==> src/rtl/dragon_pkg.sv <==
package dragon_pkg;

    typedef enum logic [2:0] {
        LN_INV = 3'd0,
        LN_EXC = 3'd1,
        LN_SC  = 3'd2,
        LN_SM  = 3'd3,
        LN_MOD = 3'd4
    } line_st_e;

    typedef enum logic [1:0] {
        BC_NONE = 2'd0,
        BC_RD   = 2'd1,
        BC_UPD  = 2'd2,
        BC_WB   = 2'd3
    } bus_cmd_e;

    typedef enum logic [1:0] {
        OP_RD  = 2'd0,
        OP_WR  = 2'd1,
        OP_EV  = 2'd2,
        OP_NOP = 2'd3
    } cpu_op_e;

    typedef enum logic [2:0] {
        FS_IDLE     = 3'd0,
        FS_EVAL     = 3'd1,
        FS_WB_WAIT  = 3'd2,
        FS_RD_WAIT  = 3'd3,
        FS_UPD_WAIT = 3'd4
    } fsm_st_e;

endpackage

==> src/rtl/dgn_line_store.sv <==
module dgn_line_store
    import dragon_pkg::*;
#(
    parameter int LINES = 4,
    parameter int TAG_W = 2,
    parameter int DATA_W = 8,
    localparam int IDX_W = (LINES > 1) ? $clog2(LINES) : 1
) (
    input  logic              clk,
    input  logic              rst_n,
    input  logic [IDX_W-1:0]  rd_idx,
    output line_st_e          rd_st,
    output logic [TAG_W-1:0]  rd_tag,
    output logic [DATA_W-1:0] rd_data,
    input  logic              wr_en,
    input  logic [IDX_W-1:0]  wr_idx,
    input  line_st_e          wr_st,
    input  logic [TAG_W-1:0]  wr_tag,
    input  logic [DATA_W-1:0] wr_data,
    input  bus_cmd_e          sn_cmd,
    input  logic [IDX_W-1:0]  sn_idx,
    input  logic [TAG_W-1:0]  sn_tag,
    input  logic [DATA_W-1:0] sn_data,
    output logic              sn_hit,
    output logic              sn_supply,
    output logic [DATA_W-1:0] sn_sdata
);

    line_st_e          st_q   [LINES];
    logic [TAG_W-1:0]  tag_q  [LINES];
    logic [DATA_W-1:0] data_q [LINES];
    logic [LINES-1:0]  snp_here;
    logic [LINES-1:0]  fsm_here;

    assign rd_st   = st_q[rd_idx];
    assign rd_tag  = tag_q[rd_idx];
    assign rd_data = data_q[rd_idx];

    assign sn_hit = (sn_cmd == BC_RD || sn_cmd == BC_UPD) &&
                    (st_q[sn_idx] != LN_INV) && (tag_q[sn_idx] == sn_tag);
    assign sn_supply = sn_hit && (sn_cmd == BC_RD) &&
                       (st_q[sn_idx] == LN_SM || st_q[sn_idx] == LN_MOD);
    assign sn_sdata = sn_supply ? data_q[sn_idx] : '0;

    for (genvar g = 0; g < LINES; g++) begin : g_sel
        assign snp_here[g] = sn_hit && (sn_idx == IDX_W'(g));
        assign fsm_here[g] = wr_en && (wr_idx == IDX_W'(g));
    end

    // snoop updates take priority over controller writes to the same line
    always_ff @(posedge clk) begin
        for (int i = 0; i < LINES; i++) begin
            if (!rst_n) begin
                st_q[i]   <= LN_INV;
                tag_q[i]  <= '0;
                data_q[i] <= '0;
            end else if (snp_here[i]) begin
                if (sn_cmd == BC_RD) begin
                    unique case (st_q[i])
                        LN_EXC:  st_q[i] <= LN_SC;
                        LN_MOD:  st_q[i] <= LN_SM;
                        default: st_q[i] <= st_q[i];
                    endcase
                end else begin
                    data_q[i] <= sn_data;
                    st_q[i]   <= LN_SC;
                end
            end else if (fsm_here[i]) begin
                st_q[i]   <= wr_st;
                tag_q[i]  <= wr_tag;
                data_q[i] <= wr_data;
            end
        end
    end

    p_snrd_exc_to_sc_r3: assert property (@(posedge clk) disable iff (!rst_n)
        (sn_hit && sn_cmd == BC_RD && st_q[sn_idx] == LN_EXC)
        |=> st_q[$past(sn_idx)] == LN_SC);

    p_snrd_mod_to_sm_r6: assert property (@(posedge clk) disable iff (!rst_n)
        (sn_hit && sn_cmd == BC_RD && st_q[sn_idx] == LN_MOD)
        |=> st_q[$past(sn_idx)] == LN_SM);

    p_snupd_handoff_r9: assert property (@(posedge clk) disable iff (!rst_n)
        (sn_hit && sn_cmd == BC_UPD)
        |=> (st_q[$past(sn_idx)] == LN_SC) &&
            (data_q[$past(sn_idx)] == $past(sn_data)));

    p_supply_owner_r6: assert property (@(posedge clk) disable iff (!rst_n)
        sn_supply |-> (sn_hit && sn_cmd == BC_RD));

endmodule

==> src/rtl/dgn_ctrl_fsm.sv <==
module dgn_ctrl_fsm
    import dragon_pkg::*;
#(
    parameter int ADDR_W = 4,
    parameter int DATA_W = 8,
    parameter int IDX_W = 2,
    localparam int TAG_W = ADDR_W - IDX_W
) (
    input  logic              clk,
    input  logic              rst_n,
    input  logic              cpu_req,
    input  cpu_op_e           cpu_op,
    input  logic [ADDR_W-1:0] cpu_addr,
    input  logic [DATA_W-1:0] cpu_wdata,
    output logic              cpu_done,
    output logic [DATA_W-1:0] cpu_rdata,
    output logic [IDX_W-1:0]  ls_idx,
    input  line_st_e          ls_st,
    input  logic [TAG_W-1:0]  ls_tag,
    input  logic [DATA_W-1:0] ls_data,
    output logic              wr_en,
    output line_st_e          wr_st,
    output logic [TAG_W-1:0]  wr_tag,
    output logic [DATA_W-1:0] wr_data,
    input  logic              sn_hit,
    input  logic [IDX_W-1:0]  sn_idx,
    output bus_cmd_e          bm_cmd,
    output logic [ADDR_W-1:0] bm_addr,
    output logic [DATA_W-1:0] bm_data,
    input  logic              bm_ack,
    input  logic              bm_shared,
    input  logic [DATA_W-1:0] bm_rdata
);

    fsm_st_e           st_q, st_d;
    cpu_op_e           op_q;
    logic [ADDR_W-1:0] addr_q;
    logic [DATA_W-1:0] wd_q;
    logic              fill_q, fill_d;
    logic              fin;
    logic              fin_rd;
    logic [DATA_W-1:0] fin_data;
    logic              done_q;
    logic [DATA_W-1:0] rdata_q;

    logic [TAG_W-1:0]  req_tag;
    logic              hit;
    logic              dirty;
    logic              collide;

    assign ls_idx  = addr_q[IDX_W-1:0];
    assign req_tag = addr_q[ADDR_W-1:IDX_W];
    assign hit     = (ls_st != LN_INV) && (ls_tag == req_tag);
    assign dirty   = (ls_st == LN_SM) || (ls_st == LN_MOD);
    assign collide = (st_q == FS_EVAL) && sn_hit && (sn_idx == ls_idx);

    // state register and request capture
    always_ff @(posedge clk) begin
        if (!rst_n) begin
            st_q    <= FS_IDLE;
            op_q    <= OP_NOP;
            addr_q  <= '0;
            wd_q    <= '0;
            fill_q  <= 1'b0;
            done_q  <= 1'b0;
            rdata_q <= '0;
        end else begin
            st_q   <= st_d;
            fill_q <= fill_d;
            done_q <= fin;
            if (fin && fin_rd) rdata_q <= fin_data;
            if (st_q == FS_IDLE && cpu_req && cpu_op != OP_NOP) begin
                op_q   <= cpu_op;
                addr_q <= cpu_addr;
                wd_q   <= cpu_wdata;
            end
        end
    end

    // next state
    always_comb begin
        st_d     = st_q;
        fill_d   = fill_q;
        fin      = 1'b0;
        fin_rd   = 1'b0;
        fin_data = ls_data;
        unique case (st_q)
            FS_IDLE: begin
                if (cpu_req && cpu_op != OP_NOP) st_d = FS_EVAL;
            end
            FS_EVAL: begin
                if (collide) begin
                    st_d = FS_EVAL;
                end else if (op_q == OP_EV) begin
                    if (hit && dirty) begin
                        st_d   = FS_WB_WAIT;
                        fill_d = 1'b0;
                    end else begin
                        st_d = FS_IDLE;
                        fin  = 1'b1;
                    end
                end else if (hit) begin
                    if (op_q == OP_RD) begin
                        st_d   = FS_IDLE;
                        fin    = 1'b1;
                        fin_rd = 1'b1;
                    end else if (ls_st == LN_EXC || ls_st == LN_MOD) begin
                        st_d = FS_IDLE;
                        fin  = 1'b1;
                    end else begin
                        st_d = FS_UPD_WAIT;
                    end
                end else if (dirty) begin
                    st_d   = FS_WB_WAIT;
                    fill_d = 1'b1;
                end else begin
                    st_d = FS_RD_WAIT;
                end
            end
            FS_WB_WAIT: begin
                if (bm_ack) begin
                    if (fill_q) begin
                        st_d = FS_RD_WAIT;
                    end else begin
                        st_d = FS_IDLE;
                        fin  = 1'b1;
                    end
                    fill_d = 1'b0;
                end
            end
            FS_RD_WAIT: begin
                if (bm_ack) begin
                    if (op_q == OP_RD) begin
                        st_d     = FS_IDLE;
                        fin      = 1'b1;
                        fin_rd   = 1'b1;
                        fin_data = bm_rdata;
                    end else begin
                        st_d = FS_EVAL;
                    end
                end
            end
            FS_UPD_WAIT: begin
                if (bm_ack) begin
                    st_d = FS_IDLE;
                    fin  = 1'b1;
                end
            end
            default: st_d = FS_IDLE;
        endcase
    end

    // outputs: bus master command and line store write port
    always_comb begin
        bm_cmd  = BC_NONE;
        bm_addr = '0;
        bm_data = '0;
        wr_en   = 1'b0;
        wr_st   = ls_st;
        wr_tag  = ls_tag;
        wr_data = ls_data;
        unique case (st_q)
            FS_EVAL: begin
                if (!collide && hit && op_q == OP_WR &&
                    (ls_st == LN_EXC || ls_st == LN_MOD)) begin
                    wr_en   = 1'b1;
                    wr_st   = LN_MOD;
                    wr_data = wd_q;
                end else if (!collide && hit && op_q == OP_EV && !dirty) begin
                    wr_en = 1'b1;
                    wr_st = LN_INV;
                end
            end
            FS_WB_WAIT: begin
                bm_cmd  = BC_WB;
                bm_addr = {ls_tag, ls_idx};
                bm_data = ls_data;
                if (bm_ack && !fill_q) begin
                    wr_en = 1'b1;
                    wr_st = LN_INV;
                end
            end
            FS_RD_WAIT: begin
                bm_cmd  = BC_RD;
                bm_addr = addr_q;
                if (bm_ack) begin
                    wr_en   = 1'b1;
                    wr_st   = bm_shared ? LN_SC : LN_EXC;
                    wr_tag  = req_tag;
                    wr_data = bm_rdata;
                end
            end
            FS_UPD_WAIT: begin
                bm_cmd  = BC_UPD;
                bm_addr = addr_q;
                bm_data = wd_q;
                if (bm_ack) begin
                    wr_en   = 1'b1;
                    wr_st   = bm_shared ? LN_SM : LN_MOD;
                    wr_data = wd_q;
                end
            end
            default: ;
        endcase
    end

    assign cpu_done  = done_q;
    assign cpu_rdata = rdata_q;

    p_rdhit_quiet_r5: assert property (@(posedge clk) disable iff (!rst_n)
        (st_q == FS_EVAL && op_q == OP_RD && hit && !collide)
        |=> (cpu_done && bm_cmd == BC_NONE));

    p_collide_stall_r12: assert property (@(posedge clk) disable iff (!rst_n)
        collide |=> (st_q == FS_EVAL) && $stable(addr_q));

    p_bus_hold_r13: assert property (@(posedge clk) disable iff (!rst_n)
        (bm_cmd != BC_NONE && !bm_ack)
        |=> (bm_cmd == $past(bm_cmd)) && (bm_addr == $past(bm_addr)) &&
            (bm_data == $past(bm_data)));

    p_upd_private_r8: assert property (@(posedge clk) disable iff (!rst_n)
        (st_q == FS_UPD_WAIT && bm_ack && !bm_shared) |=> ls_st == LN_MOD);

    p_upd_owner_r4: assert property (@(posedge clk) disable iff (!rst_n)
        (st_q == FS_UPD_WAIT && bm_ack && bm_shared) |=> ls_st == LN_SM);

    p_evict_wb_r10: assert property (@(posedge clk) disable iff (!rst_n)
        (st_q == FS_EVAL && op_q == OP_EV && hit && dirty && !collide)
        |=> bm_cmd == BC_WB);

endmodule

==> src/rtl/dragon_snoop_ctrl.sv <==
module dragon_snoop_ctrl
    import dragon_pkg::*;
#(
    parameter int ADDR_W = 4,
    parameter int DATA_W = 8,
    parameter int LINES = 4,
    localparam int IDX_W = (LINES > 1) ? $clog2(LINES) : 1,
    localparam int TAG_W = ADDR_W - IDX_W
) (
    input  logic              clk,
    input  logic              rst_n,
    input  logic              cpu_req,
    input  logic [1:0]        cpu_op,
    input  logic [ADDR_W-1:0] cpu_addr,
    input  logic [DATA_W-1:0] cpu_wdata,
    output logic              cpu_done,
    output logic [DATA_W-1:0] cpu_rdata,
    output logic [1:0]        bm_cmd,
    output logic [ADDR_W-1:0] bm_addr,
    output logic [DATA_W-1:0] bm_data,
    input  logic              bm_ack,
    input  logic              bm_shared,
    input  logic [DATA_W-1:0] bm_rdata,
    input  logic [1:0]        sn_cmd,
    input  logic [ADDR_W-1:0] sn_addr,
    input  logic [DATA_W-1:0] sn_data,
    output logic              sn_shared,
    output logic              sn_supply,
    output logic [DATA_W-1:0] sn_sdata
);

    logic [IDX_W-1:0]  ls_idx;
    line_st_e          ls_st;
    logic [TAG_W-1:0]  ls_tag;
    logic [DATA_W-1:0] ls_data;
    logic              wr_en;
    line_st_e          wr_st;
    logic [TAG_W-1:0]  wr_tag;
    logic [DATA_W-1:0] wr_data;
    logic              sn_hit;
    bus_cmd_e          bm_cmd_e;
    bus_cmd_e          sn_cmd_e;

    assign sn_cmd_e  = bus_cmd_e'(sn_cmd);
    assign bm_cmd    = bm_cmd_e;
    assign sn_shared = sn_hit;

    dgn_line_store #(
        .LINES (LINES),
        .TAG_W (TAG_W),
        .DATA_W(DATA_W)
    ) u_store (
        .clk      (clk),
        .rst_n    (rst_n),
        .rd_idx   (ls_idx),
        .rd_st    (ls_st),
        .rd_tag   (ls_tag),
        .rd_data  (ls_data),
        .wr_en    (wr_en),
        .wr_idx   (ls_idx),
        .wr_st    (wr_st),
        .wr_tag   (wr_tag),
        .wr_data  (wr_data),
        .sn_cmd   (sn_cmd_e),
        .sn_idx   (sn_addr[IDX_W-1:0]),
        .sn_tag   (sn_addr[ADDR_W-1:IDX_W]),
        .sn_data  (sn_data),
        .sn_hit   (sn_hit),
        .sn_supply(sn_supply),
        .sn_sdata (sn_sdata)
    );

    dgn_ctrl_fsm #(
        .ADDR_W(ADDR_W),
        .DATA_W(DATA_W),
        .IDX_W (IDX_W)
    ) u_fsm (
        .clk      (clk),
        .rst_n    (rst_n),
        .cpu_req  (cpu_req),
        .cpu_op   (cpu_op_e'(cpu_op)),
        .cpu_addr (cpu_addr),
        .cpu_wdata(cpu_wdata),
        .cpu_done (cpu_done),
        .cpu_rdata(cpu_rdata),
        .ls_idx   (ls_idx),
        .ls_st    (ls_st),
        .ls_tag   (ls_tag),
        .ls_data  (ls_data),
        .wr_en    (wr_en),
        .wr_st    (wr_st),
        .wr_tag   (wr_tag),
        .wr_data  (wr_data),
        .sn_hit   (sn_hit),
        .sn_idx   (sn_addr[IDX_W-1:0]),
        .bm_cmd   (bm_cmd_e),
        .bm_addr  (bm_addr),
        .bm_data  (bm_data),
        .bm_ack   (bm_ack),
        .bm_shared(bm_shared),
        .bm_rdata (bm_rdata)
    );

    p_snoop_sense_r14: assert property (@(posedge clk) disable iff (!rst_n)
        (sn_cmd_e == BC_NONE) |-> !sn_shared && !sn_supply);

endmodule

==> config.mk <==
export PLATFORM = sky130hd
export DESIGN_NAME = dragon_snoop_ctrl
export DESIGN_NICKNAME = d
export VERILOG_FILES = /design/src/rtl/dragon_pkg.sv /design/src/rtl/dgn_line_store.sv /design/src/rtl/dgn_ctrl_fsm.sv /design/src/rtl/dragon_snoop_ctrl.sv
export SDC_FILE = /design/constraint.sdc
export NUM_CORES = 1
export LEC_CHECK = 0
export BUFFER_PORTS_ARGS = -buffer_cell sky130_fd_sc_hd__buf_2
export CELL_PAD_IN_SITES_DETAIL_PLACEMENT = 1
export CELL_PAD_IN_SITES_GLOBAL_PLACEMENT = 1
export CORE_UTILIZATION = 30
export CTS_BUF_LIST = sky130_fd_sc_hd__clkbuf_8 sky130_fd_sc_hd__clkbuf_16
export DETAILED_ROUTE_END_ITERATION = 10
export PLACE_DENSITY_LB_ADDON = 0.25
export RECOVER_POWER = 100
export SLEW_MARGIN = 10
export SYNTH_ARGS = -nofsm -noshare
export SYNTH_HDL_FRONTEND = slang
export SYNTH_SLANG_ARGS = --single-unit
==> constraint.sdc <==
create_clock -name clk -period 9.6 [get_ports clk]
set_input_delay 1.92 -clock clk [delete_from_list [all_inputs] [get_ports clk]]
set_output_delay 1.92 -clock clk [all_outputs]
set_load 0.02 [all_outputs]
# After elaboration in Yosys (flattened, before gate mapping)
# Memory sizes are Yosys's and may differ from the RTL's. A register that Yosys moved wholly into a read port is not among the register bits.
# Cells that the tools add are included.
# word_totals
mem_bits_rw,52
memories,3
register_bits,27
input_bits,41
# memory_table
memory,words,word_bits,rd,rd_ports_with_merged_regs,wr,line,rtl
u_store.data_q,4,8,2,1,4,dgn_line_store.sv:31,logic [DATA_W-1:0] data_q [LINES];
u_store.st_q,4,3,6,1,4,dgn_line_store.sv:29,line_st_e st_q [LINES];
u_store.tag_q,4,2,2,1,4,dgn_line_store.sv:30,logic [TAG_W-1:0] tag_q [LINES];
# classes
n_reduce_logical,47
eq_ne,39
muxes,190
bitwise_logic,32
# ops
op,n
$mux W8,15
$mux W1,115
$mux W3,35
$or A1 B1 Y1,32
$mux W2,15
$logic_and A1 B1 Y1,26
$pmux W8 S3,1
$eq A3 B3 Y1 const B,7
$eq A3 B1 Y1 const B,6
$pmux W8 S2,1
$pmux W3 S5,1
$eq A2 B2 Y1 const B,6
$eq A3 B2 Y1 const B,4
$ne A2 B2 Y1 const B,6
$pmux W3 S4,1
$reduce_or A2 Y1,5
$eq A2 B1 Y1 const B,4
$pmux W4 S2,1
$eq A2 B2 Y1,3
$logic_not A2 Y1,3
$ne A3 B3 Y1 const B,2
$pmux W2 S3,1
$reduce_and A6 Y1,1
$reduce_bool A3 Y1,2
other kinds (9),15

# Longest topological paths before layout
# logic_depth
ltp_word,19
ltp_mapped,11
mapped_depth_nobuf,9

# Hierarchy
# A second synthesis with hierarchy kept.
# hier_totals
hier_cells,542
hier_area_um2,5559.1
# modules_own_cells
mod,cells_per_inst,n_inst,area_each_um2
dgn_line_store,273,1,3415.8
dgn_ctrl_fsm,269,1,2143.3

# Worst setup path before layout
# OpenSTA, ideal clock, no wires.
# synth_path
path_kind,in2out
start,input sn_addr[0]
end,output sn_sdata[0]
required_time_ns,7.680
arrival_ns,3.415
cell_stages,6
path_slack_ns,4.265
cell_sequence,buf_6 mux4_2 xor2_1 a21oi_1 o211ai_1 nor2b_1
# synth_via
elab_chain_cells,7
elab_cells_between_ends,13
cone_classes,3 x eq/ne; 1 x mux; 6 x reduce/logical; 3 x memory
# synth_rtl
element,line,rtl
start: declaration,dragon_snoop_ctrl.sv:25,"input logic [ADDR_W-1:0] sn_addr,"
$mem_v2 Z4 W3,--,
$reduce_bool A3 Y1,dgn_line_store.sv:40,(st_q[sn_idx] != LN_INV) && (tag_q[sn_idx] == sn_tag);
$logic_and A1 B1 Y1,dgn_line_store.sv:39,assign sn_hit = (sn_cmd == BC_RD || sn_cmd == BC_UPD) &&
$logic_and A1 B1 Y1,dgn_line_store.sv:40,
$logic_and A1 B1 Y1 (2 in a row),dgn_line_store.sv:41,assign sn_supply = sn_hit && (sn_cmd == BC_RD) &&
$mux W8 (*),dgn_line_store.sv:43,assign sn_sdata = sn_supply ? data_q[sn_idx] : '0;
end: declaration,dragon_snoop_ctrl.sv:29,output logic [DATA_W-1:0] sn_sdata
# Every way passes the cells marked *; elsewhere a longest branch is shown, timed or not.

# Final worst setup path
# layout_path
start,input sn_addr[0]
end,output sn_shared
# layout_via
elab_chain_cells,4
elab_cells_between_ends,6
cone_classes,1 x eq/ne; 3 x reduce/logical; 2 x memory
# layout_rtl
element,line,rtl
$mem_v2 Z4 W3,--,
$reduce_bool A3 Y1,dgn_line_store.sv:40,
$logic_and A1 B1 Y1,dgn_line_store.sv:39,
$logic_and A1 B1 Y1 (*),dgn_line_store.sv:40,
end: declaration,dragon_snoop_ctrl.sv:27,"output logic sn_shared,"
# Marks and branches as above.

==> out/results.ini <==
[logic_synthesis]
synth_top_cell_area_share = 0.271
ys_seq_area_frac = 0.372
ys_ff_latch = 81
netlist_instances = 583
netlist_area_um2 = 5750
synth.area.top_cells = edfxtp_1 27%, dfxtp_1 10%, mux4_2 9.8%, nand2_1 4.0%, a22o_1 3.8%
synth_top_cell_by_area = edfxtp_1
yosysWarnings = 0
ys_types = 71
synth.net_count = 625
synthArstFlopShare = 0
postSynthAreaPerCell_um2 = 9.87
synthFlopType = edfxtp_1
synth-edff-count = 52

[worst_setup_path]
worstPathMaxFanout = 24
required_ns = 7.68
startpoint = sn_addr[0]
crit_chain = clkbuf_1 -> mux4_2 -> xor2_1 -> a211o_1 -> inv_1 -> clkbuf_1
cp.arrival_ns = 5.01
crit_type = in2out
reg2regPathDepth = 6
cp_num_cells = 6
critPathTopFamily = buffers and inverters
rrSetupSlack_ns = 5.18
timing.critical_path.to = sn_shared
r2r_end = u_store.data_q[1][1]
worst_path_max_delay_cell = clkbuf_1
worst_path_largest_cell_delay_ns = 1.08
crit_top_cell = clkbuf_1
worst-path-buf-inv = 3
endpoint_kind = output port
crit_path_start_kind = input port

[cts]
cts_setup_buffers = 0
ctsHoldBuffers = 0
clk_latency_ns = 0.36
cts_tree = built
cts_num_sinks = 81
cts_htree_levels = 3
cts.repair.resized = 0
cts_buffer_depth = 2
cts-root-buf = clkbuf_16
path_clk_slew_ns = 0.06
cts_inserted_buffers = 9

[detailed_routing]
vias = 5144
via_per_inst = 5.91
drc = 0
drtAntennaViolNets = 0
drt_pass1_iterations = 5
totalWireLength_um = 19800
wire_per_inst_um = 22.7
drt_iter0_markers = 436

[power_and_ir_drop]
power_density_nw_per_um2 = 178
leakage_nw = 2.11
vdd_drop_max_mv = 0.0846

[place]
portBuffers = 73
place_congestion = 0.874
dp_hpwl_um = 15200

[final_layout]
final_nets = 674
fillers = 2194
fin_util = 0.344
n_antenna_cell = 0
ff_latch_area_um2 = 2140
area_growth_pct = 12.3
drive_gt1_frac = 0.166
multi_input_area_um2 = 3280

[die]
core_um2 = 18800
start_util = 0.307
die_area_um2 = 19700
top_level_ports = 74
die_h_um = 140
row_count = 50
die_w_um = 140

[timing]
hold_viol_final = 0
period_minus_slack_ns = 6.93
setup-tns-final_ns = 0
report.final.slew_viol_count = 25
fin_crit_sh = 0.721
finalSetupViolCount = 0
finClkSkew_ns = 0.0119
worst_pin_slew_ns = 1.53
clock.fmax_ghz = 0.144
rsz0062_at_grt = false
maxSlewHeadroom = -0.0177

[run_status]
violations = max-capacitance violations, max-slew violations
outcome = finished with violations

[global_route]
grt_use_total = 0.206
grt_overflow_total = 0
antenna_found_initial = 0
grt_pass1_vias = 5321
grt_max_degree = 37
grt_pass1_wl_um = 31000

[run]
drv_cap = 1

[min_path]
min_path_type = reg2reg

cells in the final DEF (no fill, tap or decap), types with 8 or more instances in the layout:
cell,count
a22oi_1,11
dfxtp_1,29
nand2_1,61
nand3_1,14
a21oi_1,32
clkbuf_16,9
o21ai_0,27
inv_1,23
a211oi_1,28
mux4_2,25
nor2b_1,10
clkbuf_1,40
mux2_2,8
nor2_1,41
a21boi_0,9
a211o_1,8
o2bb2ai_1,11
buf_2,36
a22o_1,25
edfxtp_1,52
o22ai_1,12
how the worst min path moves through the flow:
stage,endpoint,startpoint,slack (ns),depth (start not counted)
after global routing,u_fsm.cpu_rdata[2],u_fsm.cpu_rdata[2],0.47,2
after CTS,u_fsm.cpu_rdata[2],u_fsm.cpu_rdata[2],0.46,2
final,u_fsm.cpu_rdata[2],u_fsm.cpu_rdata[2],0.46,2
after global placement,u_fsm.cpu_rdata[1],u_fsm.cpu_rdata[1],0.44,2
after floorplan,u_fsm.wd_q[4],u_fsm.wd_q[4],0.45,2
after detailed placement,u_fsm.cpu_rdata[2],u_fsm.cpu_rdata[2],0.45,2
Yosys cell counts, types with 11 or more instances:
cell       number
o22ai_1        12
edfxtp_1       52
a211oi_1       22
inv_1          22
nand3_1        14
mux4_2         25
a21oi_1        32
a22oi_1        11
a22o_1         25
o21ai_0        21
dfxtp_1        29
nand2_1        61
clkbuf_1       27
o2bb2ai_1      11
nor2_1         40
final cells by class:
class	count	area share
multi-input cells	437	0.509
clock buffers	9	0.0349
well taps	234	0.0453
flip-flops and latches	81	0.332
clock inverters	7	0.0110
repair buffers	79	0.0546
inverters	24	0.0139
stage by stage:
stage	instance area (um^2)	cells	power [W]	setup WS (ns)	hold slack, ns
floorplan	5750	583	0.000698	4.26	0.450
global placement	6270	855	0.000802	3.42	0.442
detailed placement	6270	855	0.000813	3.37	0.451
CTS	6570	871	0.00116	3.36	0.461
global route	6460	871	0.00121	2.40	0.472
finish	6460	871	0.00115	2.67	0.458
cell families after synthesis:
| family | count (synthesis) | synth area share |
|---|---|---|
| AO/OA/AOI/OAI | 221 | 0.292 |
| XOR/XNOR | 8 | 0.0187 |
| adder cells (fa/ha/maj) | 1 | 0.00217 |
| buffers and inverters | 65 | 0.0483 |
| flip-flops | 81 | 0.372 |
| multiplexers | 40 | 0.126 |
| AND/OR/NAND/NOR | 167 | 0.141 |
layer usage:
metal / track usage / vias up / share of wire
li1: - / 2400 / -
met1: 0.269 / 2578 / 0.45
met2: 0.344 / 143 / 0.48
met3: 0.0369 / 23 / 0.058
met4: 0.0669 / 0 / 0.018
met5: 0 / - / 0
registers in the layout, summed over array words and instances (netlist names), 2 cells and up, named ones only:
register,count
u_fsm.cpu_rdata,8
u_fsm.op_q,2
u_fsm.addr_q,4
u_fsm.st_q,3
u_store.data_q,32
u_fsm.wd_q,8
u_store.tag_q,8
u_store.st_q,12
power by group:
part           leakage [nW]  internal, W  total (W)  switching, W
clock network         0.139     0.000183   0.000352      0.000169
logic                  1.20     0.000128   0.000368      0.000240
registers             0.775     0.000396   0.000431     0.0000353
worst min-delay path, cell delays in order (launching register included):
cell and delay, ns:
dfxtp_1 0.31, inv_1 0.05, a211oi_1 0.05
Power figures use the tool's default switching activity.
